### src/rtl/imm_alu_pkg.sv
package imm_alu_pkg;
    typedef enum logic [1:0] {
        OP_ADD_IMM     = 2'b00,
        OP_ADD_SHIFTED = 2'b01,
        OP_SUB_FROM    = 2'b10,
        OP_RESERVED    = 2'b11
    } op_e;
endpackage

### src/rtl/imm_operand_gen.sv
module imm_operand_gen
    import imm_alu_pkg::*;
#(
    parameter int W  = 64,
    parameter int IW = 16,
    parameter int SH = 16
) (
    input  logic [1:0]    op_sel,
    input  logic [W-1:0]  reg_a,
    input  logic [IW-1:0] imm,
    output logic [W-1:0]  opnd_x,
    output logic [W-1:0]  opnd_y,
    output logic          carry_in,
    output logic          wr_carry
);
    localparam int EXT_PLAIN = W - IW;
    localparam int EXT_SHIFT = W - IW - SH;

    logic [W-1:0] imm_plain;
    logic [W-1:0] imm_shifted;

    assign imm_plain   = {{EXT_PLAIN{imm[IW-1]}}, imm};
    assign imm_shifted = {{EXT_SHIFT{imm[IW-1]}}, imm, {SH{1'b0}}};

    always_comb begin
        opnd_x   = '0;
        opnd_y   = '0;
        carry_in = 1'b0;
        wr_carry = 1'b0;
        unique case (op_e'(op_sel))
            OP_ADD_IMM: begin
                opnd_x = reg_a;
                opnd_y = imm_plain;
            end
            OP_ADD_SHIFTED: begin
                opnd_x = reg_a;
                opnd_y = imm_shifted;
            end
            OP_SUB_FROM: begin
                opnd_x   = ~reg_a;
                opnd_y   = imm_plain;
                carry_in = 1'b1;
                wr_carry = 1'b1;
            end
            OP_RESERVED: begin
                opnd_x = '0;
                opnd_y = '0;
            end
        endcase
    end
endmodule

### src/rtl/split_adder.sv
module split_adder #(
    parameter int W    = 64,
    parameter int HALF = W / 2
) (
    input  logic [W-1:0] opnd_x,
    input  logic [W-1:0] opnd_y,
    input  logic         carry_in,
    output logic [W-1:0] sum,
    output logic         carry_mid,
    output logic         carry_top
);
    localparam int UPPER = W - HALF;

    logic [HALF:0]  low_sum;
    logic [UPPER:0] high_sum;

    // Low half takes the incoming carry; its carry-out feeds the high half.
    assign low_sum  = {1'b0, opnd_x[HALF-1:0]} + {1'b0, opnd_y[HALF-1:0]}
                    + {{HALF{1'b0}}, carry_in};
    assign high_sum = {1'b0, opnd_x[W-1:HALF]} + {1'b0, opnd_y[W-1:HALF]}
                    + {{UPPER{1'b0}}, low_sum[HALF]};

    assign sum       = {high_sum[UPPER-1:0], low_sum[HALF-1:0]};
    assign carry_mid = low_sum[HALF];
    assign carry_top = high_sum[UPPER];
endmodule

### src/rtl/imm_alu.sv
module imm_alu
    import imm_alu_pkg::*;
#(
    parameter int W  = 64,
    parameter int IW = 16,
    parameter int SH = 16
) (
    input  logic          clk,
    input  logic          rst,
    input  logic          in_valid,
    input  logic [1:0]    op_sel,
    input  logic [W-1:0]  reg_a,
    input  logic [IW-1:0] imm,
    output logic          out_valid,
    output logic [W-1:0]  result,
    output logic [1:0]    carry,
    output logic          carry_we
);
    localparam int HALF = W / 2;

    typedef enum logic {ST_HOLD = 1'b0, ST_CAPTURE = 1'b1} cap_e;

    logic [W-1:0] opnd_x, opnd_y, sum;
    logic         carry_in, wr_carry, carry_mid, carry_top;
    cap_e         cap_state;

    imm_operand_gen #(.W(W), .IW(IW), .SH(SH)) u_opnd (
        .op_sel   (op_sel),
        .reg_a    (reg_a),
        .imm      (imm),
        .opnd_x   (opnd_x),
        .opnd_y   (opnd_y),
        .carry_in (carry_in),
        .wr_carry (wr_carry)
    );

    split_adder #(.W(W), .HALF(HALF)) u_add (
        .opnd_x    (opnd_x),
        .opnd_y    (opnd_y),
        .carry_in  (carry_in),
        .sum       (sum),
        .carry_mid (carry_mid),
        .carry_top (carry_top)
    );

    assign cap_state = in_valid ? ST_CAPTURE : ST_HOLD;

    always_ff @(posedge clk) begin
        if (rst) begin
            out_valid <= 1'b0;
            result    <= '0;
            carry     <= 2'b00;
            carry_we  <= 1'b0;
        end else begin
            out_valid <= in_valid;
            unique case (cap_state)
                ST_CAPTURE: begin
                    result   <= sum;
                    carry    <= wr_carry ? {carry_mid, carry_top} : 2'b00;
                    carry_we <= wr_carry;
                end
                ST_HOLD: begin
                    result   <= result;
                    carry    <= carry;
                    carry_we <= carry_we;
                end
            endcase
        end
    end

    // strobe delay
    a_r8_valid_delay: assert property (@(posedge clk) disable iff (rst)
        1'b1 |=> out_valid == $past(in_valid));
    // outputs held while idle
    a_r8_hold_idle: assert property (@(posedge clk) disable iff (rst)
        !in_valid |=> $stable(result) && $stable(carry) && $stable(carry_we));
    // write-enable only for subtract-from
    a_r6_we_subfrom: assert property (@(posedge clk) disable iff (rst)
        in_valid |=> carry_we == ($past(op_sel) == OP_SUB_FROM));
    // carry field zero when not written
    a_r6_carry_quiet: assert property (@(posedge clk) disable iff (rst)
        !carry_we |-> carry == 2'b00);
    // reserved code yields zeros
    a_r7_reserved_zero: assert property (@(posedge clk) disable iff (rst)
        in_valid && op_sel == OP_RESERVED |=> result == '0 && carry == 2'b00);
    // reset clears strobe
    a_r9_reset_clear: assert property (@(posedge clk)
        rst |=> !out_valid && !carry_we);
endmodule

### config.mk
export PLATFORM = sky130hd
export DESIGN_NAME = imm_alu
export DESIGN_NICKNAME = d
export VERILOG_FILES = /design/src/rtl/imm_alu_pkg.sv /design/src/rtl/imm_operand_gen.sv /design/src/rtl/split_adder.sv /design/src/rtl/imm_alu.sv
export SDC_FILE = /design/constraint.sdc
export NUM_CORES = 1
export LEC_CHECK = 0
export ABC_AREA = 1
export CORE_ASPECT_RATIO = 0.5
export CORE_MARGIN = 4
export CORE_UTILIZATION = 49
export DETAILED_ROUTE_END_ITERATION = 12
export PLACE_DENSITY = 0.79
export SYNTH_ARGS = -nofsm -noshare
export SYNTH_HDL_FRONTEND = slang
export SYNTH_SLANG_ARGS = --single-unit
### constraint.sdc
create_clock -name clk -period 5.08 [get_ports clk]
set_input_delay 0.762 -clock clk [delete_from_list [all_inputs] [get_ports clk]]
set_output_delay 0.762 -clock clk [all_outputs]
set_load 0.05 [all_outputs]
==> flow_metrics.tcl <==
set metrics [dict create \
    path_buf_inv 7 \
    synth_xor_area_frac 0.03060 \
    syn2layout_area_growth_pct 27.64 \
    synth_top_area_frac 0.2433 \
    grt_max_degree 98 \
    syn-cell-area_sq_um 8302 \
    core_sq_um 16470 \
    ys_top_cells_by_count "nand2_1 (538), inv_1 (313), nor2_1 (208)" \
    via_per_inst 4.905 \
    grt_pass1_vias 9154 \
    cts.sinks 68 \
    clockRootBuffer "clkbuf_16" \
    clkTransAtPathRegs_ps 60 \
    synth-adder-area-share 0.1031 \
    clock_latency_ps 330 \
    dr.pass1.iters 7 \
    synth-seq-cells 68 \
    diodes 0 \
    fmax_mhz 210.6 \
    synth_compound_area_frac 0.1094 \
    rr_worst_depth 4 \
    vias 9673 \
    crit_family "simple AND/OR/NAND/NOR gates" \
    drt_iter0_drc 596 \
    rsz0062_at_grt "false" \
    ys_dominant_reg_cell "dfxtp_1" \
    setup_viol 0 \
    initial_core_util 0.5039 \
    status "complete, no violations" \
    fin_crit_ps 4748 \
    fin_area_sq_um 10600 \
    synthSimpleGateAreaFrac 0.4297 \
    maxSlewHeadroom 0.2341 \
    yosys-top-cells-area "nand2_1 (24%), dfxtp_1 (16%), inv_1 (14%)" \
    worstSetupEndpointType "flip-flop" \
    h-tree-depth 3 \
    hold_path.class "reg -> reg" \
    r2r_slack_ps 4300 \
    nets 1891 \
    slew_viol_final 0 \
    slowest_delay_ps 440 \
    peakVddDrop_mv 0.1445 \
    drive_gt1_frac 0.06418 \
    ys_warn_count 0 \
    track_usage 0.2966 \
    synth_enable_flop_cells 0 \
    finalWirelength_mm 28.35 \
    cts.path.max_buffers 2 \
    critPathKind "in -> reg" \
    cp.required_ps 5310 \
    grt_pass1_wl_mm 45.59 \
    cts_hold_buffers 0 \
    port_buffers 152 \
    cpMaxStageDelayCell "clkdlybuf4s50_1" \
    hold_depth 2 \
    finalClockSkew_ps 0 \
    die_w_um 192.1 \
    leakagePower_nw 6.173 \
    syn_avg_cell_area_sq_um 5.291 \
    cts_made_buffers 9 \
    ant_nets 0 \
    synth_most_common_cell "nand2_1" \
    synth_top_family_by_area "simple AND/OR/NAND/NOR gates" \
    async_flop_share 0 \
    synthMuxAreaShare 0 \
    antenna_found_initial 0 \
    period_share 0.9346 \
    overflow 0 \
    worst_slew_pin_slew_ps 1149 \
    ys_types 35 \
    rows 33 \
    dieArea_sq_um 19220 \
    r2r-end "result[40]" \
    path_common_cell "nand3_1" \
    hold_path_end "carry_we" \
    start_kind "input pin" \
    io_pins 153 \
    syn_inst 1569 \
    r2r_start "result[40]" \
    yosysTopAreaCell "nand2_1" \
    hpwlAfterDp_mm 23.46 \
    worstPathArrival_ps 4980 \
    hold_viol_final 0 \
    p_per_area_nw_per_um2 232.9 \
    cp_max_fo 33 \
    gp_congestion 1.011 \
    yosysSeqAreaShare 0.1640 \
    max_cap_viol_count 0 \
    drc_errors 0 \
    die_h_um 100.0 \
    fin_setup_tns_ps 0 \
    placed_cell_area_sq_um 10300 \
    synthesis.nets 1720 \
    post_drt_wl_per_cell_um 14.37 \
    cts_tree "built" \
    hp-start "carry_we" \
]
power breakdown:
part | internal [W] | switching (W) | total (W) | leakage, nW
clock network | 0.000370 | 0.000252 | 0.000623 | 0.138
registers | 0.000587 | 0.0000315 | 0.000619 | 0.564
logic | 0.000443 | 0.000783 | 0.00123 | 5.47
flip-flops by register name, summed over array words and instances (netlist names):
register   cells
out_valid      1
carry          2
carry_we       1
result        64
metrics by stage:
stage / hold slack [ps] / setup WS, ps / power, W / cells / util
2_1_floorplan: 688.6 / 58.80 / 0.001410 / 1569 / -
3_3_place_gp: 459.5 / 119.3 / 0.001823 / 1956 / 0.6254
3_5_place_dp: 464.9 / -7.469 / 0.001841 / 1956 / 0.6254
4_1_cts: 471.8 / 279.8 / 0.002466 / 1972 / 0.6430
5_1_grt: 500.2 / 38.67 / 0.002627 / 1972 / 0.6432
6_report: 466.7 / 332.1 / 0.002467 / 1972 / 0.6432
cells by family after synthesis:
family,after synthesis
compound gates,175
buf+inv,354
fa+ha+maj,66
flops,68
simple gates,877
xor+xnor,29
per-layer routing:
metal | routed length [um] | vias up | global-route usage | part of all wire
met3 | 1687 | 51 | 0.05073 | 0.060
met2 | 11920 | 268 | 0.4743 | 0.42
met5 | 0 | - | 0 | 0
li1 | - | 5063 | - | -
met4 | 793 | 0 | 0.07941 | 0.028
met1 | 13940 | 4291 | 0.4164 | 0.49
timing repair:
action | 4_1_cts | 5_1_grt
setup buffers | 0 | 0
endpoints found under the setup margin | 0 | 9
gates resized for setup | 0 | 3
cell type report:
cell class	instances	area, sq um
clock buffers	13	270.3
clock inverters	3	20.02
fillers	1656	5878
inverters	316	1186
multi-input cells	1147	5589
flip-flops and latches	68	1361
well taps	227	284.0
repair buffers	198	1886
worst reg2reg max path, stage by stage (launching register included):
cell and delay (ps):
dfxtp_1 340, nor2_1 50, nor2_1 110, o21ai_0 110
inv_1 110
worst max path at each step:
| stage | start | endpoint | depth (start not counted) |
|---|---|---|---|
| floorplan | op_sel[0] | result[48] | 23 |
| global placement | op_sel[0] | result[48] | 28 |
| detailed placement | op_sel[1] | result[60] | 28 |
| CTS | op_sel[1] | result[60] | 28 |
| global route | op_sel[0] | result[60] | 27 |
| finish | op_sel[1] | result[60] | 28 |
cell usage in the layout, fill, tap and decap left out, types with 27 or more instances in the layout:
master / n
nor2_1: 208
ha_1: 62
o21ai_0: 116
nand3_1: 77
inv_1: 311
a21oi_1: 45
clkdlybuf4s50_1: 150
dfxtp_1: 68
nand2_1: 538
buf_4: 43
nand2_2: 27
Power figures use the tool's default switching activity.
